## config.mk

```make
export PLATFORM = sky130hd
export DESIGN_NAME = duty_latch
export DESIGN_NICKNAME = d
export VERILOG_FILES = /design/src/rtl/duty_latch.sv
export SDC_FILE = /design/constraint.sdc
export NUM_CORES = 1
export LEC_CHECK = 0
export ABC_AREA = 1
export BUFFER_PORTS_ARGS = -buffer_cell sky130_fd_sc_hd__buf_2
export CAP_MARGIN = 10
export CORE_AREA = 2 2 39 41
export CTS_CLUSTER_DIAMETER = 80
export DETAILED_ROUTE_END_ITERATION = 7
export DIE_AREA = 0 0 41 43
export GPL_TIMING_DRIVEN = 0
export PLACE_DENSITY = 0.79
export SETUP_SLACK_MARGIN = 0.02
export SLEW_MARGIN = 20
export SYNTH_ARGS = -nofsm -noshare
export SYNTH_HDL_FRONTEND = slang
export SYNTH_SLANG_ARGS = --single-unit
export TNS_END_PERCENT = 1
```

## constraint.sdc

```tcl
create_clock -name clk -period 3.65 [get_ports clk]
set_input_delay 0.1825 -clock clk [delete_from_list [all_inputs] [get_ports clk]]
set_output_delay 0.1825 -clock clk [all_outputs]
set_load 0.05 [all_outputs]
```

## src/rtl/duty_latch.sv

```systemverilog
module duty_latch #(
  parameter int SAMPLE_W    = 12,
  parameter int AWAKE_TICKS = 8,
  parameter int SLEEP_TICKS = 20,
  parameter int OP_LEVEL    = 30,
  parameter int REL_LEVEL   = -30
) (
  input  logic                       clk,
  input  logic                       rst_n,
  input  logic                       enable,
  input  logic                       pol_high,
  input  logic                       sample_valid,
  input  logic signed [SAMPLE_W-1:0] sample,
  output logic                       fe_on,
  output logic                       out_level,
  output logic                       out_valid
);
  localparam int MAXT  = (AWAKE_TICKS > SLEEP_TICKS) ? AWAKE_TICKS : SLEEP_TICKS;
  localparam int CNT_W = $clog2(MAXT + 1);
  localparam logic [CNT_W-1:0] A_LAST = CNT_W'(AWAKE_TICKS - 1);
  localparam logic [CNT_W-1:0] S_LAST = CNT_W'((SLEEP_TICKS > 0) ? SLEEP_TICKS - 1 : 0);
  localparam logic signed [SAMPLE_W-1:0] OP_Q  = SAMPLE_W'(OP_LEVEL);
  localparam logic signed [SAMPLE_W-1:0] REL_Q = SAMPLE_W'(REL_LEVEL);

  typedef enum logic [1:0] {PH_AWAKE, PH_SLEEP, PH_OFF} phase_t;

  phase_t           phase;
  logic [CNT_W-1:0] cnt;
  logic             taken, det, valid_q;
  logic             take;

  assign fe_on     = (phase == PH_AWAKE);
  assign take      = fe_on && sample_valid && !taken;
  assign out_level = pol_high ? det : ~det;
  assign out_valid = valid_q;

  always_ff @(posedge clk) begin
    if (!rst_n) begin
      phase   <= PH_AWAKE;
      cnt     <= '0;
      taken   <= 1'b0;
      det     <= 1'b0;
      valid_q <= 1'b0;
    end else if (!enable) begin
      phase   <= PH_OFF;
      cnt     <= '0;
      taken   <= 1'b0;
      valid_q <= 1'b0;
    end else if (phase == PH_OFF) begin
      phase <= PH_AWAKE;
      cnt   <= '0;
      taken <= 1'b0;
      det   <= 1'b0;
    end else begin
      if (take) begin
        taken   <= 1'b1;
        valid_q <= 1'b1;
        if (sample > OP_Q)       det <= 1'b1;
        else if (sample < REL_Q) det <= 1'b0;
      end
      if (phase == PH_AWAKE) begin
        if (cnt == A_LAST) begin
          cnt   <= '0;
          taken <= 1'b0;
          phase <= (SLEEP_TICKS == 0) ? PH_AWAKE : PH_SLEEP;
        end else begin
          cnt <= cnt + 1'b1;
        end
      end else begin
        if (cnt == S_LAST) begin
          cnt   <= '0;
          phase <= PH_AWAKE;
        end else begin
          cnt <= cnt + 1'b1;
        end
      end
    end
  end

  p_op_set_r3: assert property (@(posedge clk) disable iff (!rst_n)
    (enable && take && sample > OP_Q) |=> det);

  p_rel_clear_r4: assert property (@(posedge clk) disable iff (!rst_n)
    (enable && take && sample < REL_Q) |=> !det);

  p_band_hold_r5: assert property (@(posedge clk) disable iff (!rst_n)
    (enable && phase != PH_OFF && !(take && (sample > OP_Q || sample < REL_Q))) |=> $stable(det));

  p_awake_len_r2: assert property (@(posedge clk) disable iff (!rst_n)
    fe_on |-> (cnt <= A_LAST));

  p_off_r8: assert property (@(posedge clk) disable iff (!rst_n)
    !enable |=> (!fe_on && !out_valid && $stable(det)));

  p_valid_src_r9: assert property (@(posedge clk) disable iff (!rst_n)
    $rose(out_valid) |-> $past(fe_on && sample_valid && enable));

  p_wake_r9: assert property (@(posedge clk) disable iff (!rst_n)
    (enable && phase == PH_OFF) |=> (fe_on && !det && !out_valid));
endmodule

```

* Word-level counts from Yosys, hierarchy flattened
Cells that the tools add are included.
** Storage, ports and cells
- Register bits after elaboration :: 10
- Logic and storage cells :: 48
- Output and inout port bits :: 3
- Bits of input ports :: 17
** Operators by class
- Multiplexer cells :: 16
- Add/subtract/negate cells :: 1
- Bitwise operators :: 4
- Reduce and logical (&&, ||, !) cells :: 13
- Eq/ne operators :: 6
- $lt $le $gt $ge :: 2
** Operators by type and width (count)
- 5-bit 2-to-1 mux :: 3
- 12-bit by 6-bit greater-than comparator with 1-bit output (second input constant) :: 1
- 12-bit by 6-bit < comparator with 1-bit output (second input constant) :: 1
- 2-bit 2-to-1 mux :: 5
- 1-bit 2-to-1 mux :: 8
- 2-bit AND reduction :: 4
- 5-bit by 1-bit adder with 5-bit output (second input constant) :: 1
- 5-bit by 3-bit == test with 1-bit output (second input constant) :: 1
- 5-bit == test (second input constant) :: 1
- 4-bit by 1-bit inequality test with 1-bit output (second input constant) :: 1
- 4-bit by 2-bit inequality test with 1-bit output (second input constant) :: 1
- 1-bit NOT :: 4
- 2-bit nonzero test :: 2
- 3-bit AND reduction :: 1
- 3-bit nonzero test :: 1
- 3-bit OR reduction :: 1
- 2-bit == test (second input constant) :: 1
- 1-bit logical AND :: 2
- 2-bit zero test :: 1
- 2-bit by 1-bit inequality test with 1-bit output (second input constant) :: 1
- 1-bit zero test :: 1

* Logic depth before layout (Yosys ltp)
- Depth after elaboration :: 6
- Depth in mapped cells :: 8
- Mapped depth without buffers :: 8

* Worst setup path after synthesis
OpenSTA, ideal clock, no wires.
- Path type :: register to output
- From :: register det
- To :: output port out_level
- Required time :: 3.467 ns
- Path slack :: 2.332 ns
- Cell stages (with the launch flop) :: 2
- Buffers on the path :: 0
- Data arrival time :: 1.136 ns
- Cell sequence :: dfxtp_1 > xnor2_1
** On the way
- Word-level cells in the longest chain between the ends :: 2
** RTL lines
- start, declared :: line 29 : logic taken, det, valid_q;
- start signal, assigned :: line 42 : det <= 1'b0;
- start signal, assigned :: line 53 : det <= 1'b0;
- start signal, assigned :: line 58 : if (sample > OP_Q) det <= 1'b1;
- 1-bit NOT :: line 34 : assign out_level = pol_high ? det : ~det;
- 1-bit 2-to-1 mux * :: line 34
- end, declared :: line 15 : output logic out_level,
Mark *: on every way between the ends. The rest lies on a longest branch, timed or not.

* Final worst setup path
- From :: register cnt[0]
- To :: register cnt[3]
** On the way
- Word-level cells in the longest chain between the ends :: 3
** RTL lines
- start, declared :: line 28 : logic [CNT_W-1:0] cnt;
- start signal, assigned :: line 67 : cnt <= cnt + 1'b1;
- start signal, assigned :: line 74 : cnt <= cnt + 1'b1;
- 5-bit by 1-bit adder with 5-bit output (tied with other cells) :: line 67, 74
- 5-bit 2-to-1 mux, on equally long branches :: line 70, 62
- 5-bit 2-to-1 mux * :: line 61 : if (phase == PH_AWAKE) begin
Marked as above.
A chain may end at the register's enable or synchronous reset.

==> summary.txt <==
RSZ-0062 raised after global routing -> no
Worst reg2reg path endpoint -> cnt[3]
Ys flop type -> dfxtp_1
Worst reg-to-reg setup slack -> 2350 ps
Post-synth EDFFs -> 0
Root Buffer -> clkbuf_4
Number of distinct library cells after synthesis -> 20
Count leader, synth -> nor2_1
Setup TNS -> 0 ps
GRT overflow -> 0
Async set-reset flop share out of synthesis -> 0
Synth Warn # -> 0
Slack of the critical path -> 2351 ps
Status -> complete, no violations
Cts bufs inserted -> 3
Initial Utilization -> 0.3906
Skew-Pair Late Insertion Delay -> 260 ps
Worst-case reg-to-reg path depth -> 7
Initial antenna violation count -> 0
Setup WS pre-CTS -> 2353 ps
Die outline width -> 41 µm
Total number of vias -> 530
Drt pass-1 iters -> 2
Post-Syn Nets -> 97
Worst slew pin tran -> 251.3 ps
Die ar. -> 1763 µm²
CTS Hold Bufs -> 0
Critical path endpoint category -> flop
Synth top cells by count -> nor2_1 (18), nand2_1 (17), inv_1 (11)
Req. time, crit path -> 3810 ps
Worst Skew -> 1.905 ps
Yosys reg bits -> 10
Post-CTS sizing -> 0
Slew headroom -> 0.8336
Max Slew Vio Count -> 0
Leak Pwr -> 0.3147 nW
WHS Endpoint -> phase[1]
Post-synth top area share -> 0.3704
Number of global-route vias before repair -> 426
Clk slew on worst S/H paths -> 60 ps
Synthesized instance count -> 79
Tot GR Track Use -> 0.1259
H-tree depth -> 1
N_diodes -> 0
RR Startpoint -> cnt[0]
Worst vdd ir -> 132.0 µV
CTS tree -> done
Avg Cell Area, Syn -> 6.842 µm²
Critical path class -> reg -> reg
Drt via density -> 4.530
Aggregate routed wire length -> 973 µm
Pwr/cell area -> 331.6 nW/µm²
Die height -> 43 µm
Endpoints failing hold -> 0
Worst Path Arrival -> 1460 ps
Post-synthesis instance area -> 540.5 µm²
Port bufs -> 19
Final setup fails -> 0
Post-DP HPWL -> 802.5 µm
Hold depth -> 2
CP max FO -> 3
Critical path startpoint -> cnt[0]
Bufs on Longest Clock Path -> 2
Residual DRC -> 0
Drt wl/cell -> 8.316 µm
Seq/Total Area, Yosys -> 0.3704
Nets@finish -> 121
# rows -> 14
Global-route wire length before repair -> 1455 µm
Fin crit share -> 0.3559
Fillers -> 149
Yosys top cell by area -> dfxtp_1
HP Start -> rst_n
Fmax -> 769.8 MHz
Ports -> 20
Max-Cap Viols -> 0
Placeable Area -> 1384 µm²
Clock sinks -> 10
Largest net degree at the start of global routing -> 6
Antenna Violating Nets Remaining -> 0
HP Class -> in -> reg
Starting DRT DRC Count -> 2
Area contributors post-synth -> dfxtp_1 (37%), nor2_1 (13%), nand2_1 (12%), inv_1 (7.6%), nor2_4 (4.2%)
Setup Fix Bufs, Post-CTS -> 0
Area Overhead vs Synth -> 25.46%
CP Launch Type -> flop
Tmin final -> 1299 ps
Share of layout cells above drive strength 1 -> 0.2772
Placer congestion estimate -> 0.7079
==> kinds of logic after synthesis <==
logic type	count (synthesis)	synth area share
AND/OR/NAND/NOR	46	0.3912
AO/OA/AOI/OAI	6	0.06714
adder cells (fa/ha/maj)	1	0.02314
flip-flops	10	0.3704
buffers and inverters	12	0.08333
XOR/XNOR	4	0.06483
==> registers in the layout (all words and copies together) (netlist names) <==
register	cells
taken	1
out_valid	1
cnt	5
phase	2
det	1
==> stage by stage <==
| step | area [µm²] | total power [W] | instances | hold WS (ps) | util |
|---|---|---|---|---|---|
| 6_report | 678.2 | 0.0002248 | 117 | 159.7 | 0.4901 |
| 5_1_grt | 678.2 | 0.0002379 | 117 | 174.1 | 0.4901 |
| 4_1_cts | 678.2 | 0.0002299 | 117 | 158.1 | 0.4901 |
| 3_5_place_dp | 655.6 | 0.0001549 | 114 | 433.4 | 0.4738 |
| 3_3_place_gp | 655.6 | 0.0001537 | 114 | 429.1 | 0.4738 |
| 2_1_floorplan | 540.5 | 0.0001400 | 79 | 300.0 | - |
==> power by group <==
part	switching (W)	total (W)	leakage, nW	internal (W)
Clock	0.0000349	0.0000729	0.0138	0.0000380
Sequential	0.00000188	0.000114	0.0814	0.000112
Combinational	0.0000225	0.0000380	0.220	0.0000155
==> worst max-delay path, stage by stage, from the launching register on <==
cell and delay, ps:
dfxtp_1 350, ha_1 230, inv_2 40, nor2_1 110, nand2_1 100, o21ai_2 170, or2_1 150, nor2_1 40
==> cell usage in the layout, fill, tap and decap left out, drive strengths merged <==
cell	synthesis	routed
or2	2	2
nor3	1	1
nor2	21	21
nand2	17	17
nand3	3	3
nand4	1	1
o21ai	1	1
xor2	2	2
buf	0	19
inv	12	12
o21a	1	1
ha	1	1
nand3b	1	1
a21oi	4	4
clkbuf	0	3
xnor2	2	2
dfxtp	10	10
==> per-layer routing <==
metal	GRT usage	share of wire	up-vias
li1	-	-	286
met1	0.1104	0.40	217
met2	0.2063	0.44	22
met3	0.05236	0.12	5
met4	0.1000	0.035	0
met5	0	0	-
==> area by class of cell <==
type,instances,area [µm²],share of cell area
repair buffers,19,95.09,0.1402
flip-flops and latches,10,200.2,0.2952
multi-input cells,57,295.3,0.4354
inverters,12,45.04,0.06642
well taps,16,20.02,0.02952
clock buffers,3,22.52,0.03321
==> worst max-delay path by stage <==
stage,to,depth (start not counted)
after global placement,cnt[0],7
after global routing,cnt[0],7
after floorplan,out_level,1
after detailed placement,cnt[0],7
final,cnt[3],7
after CTS,cnt[0],7
No activity file was read; power rests on OpenSTA's default activity.
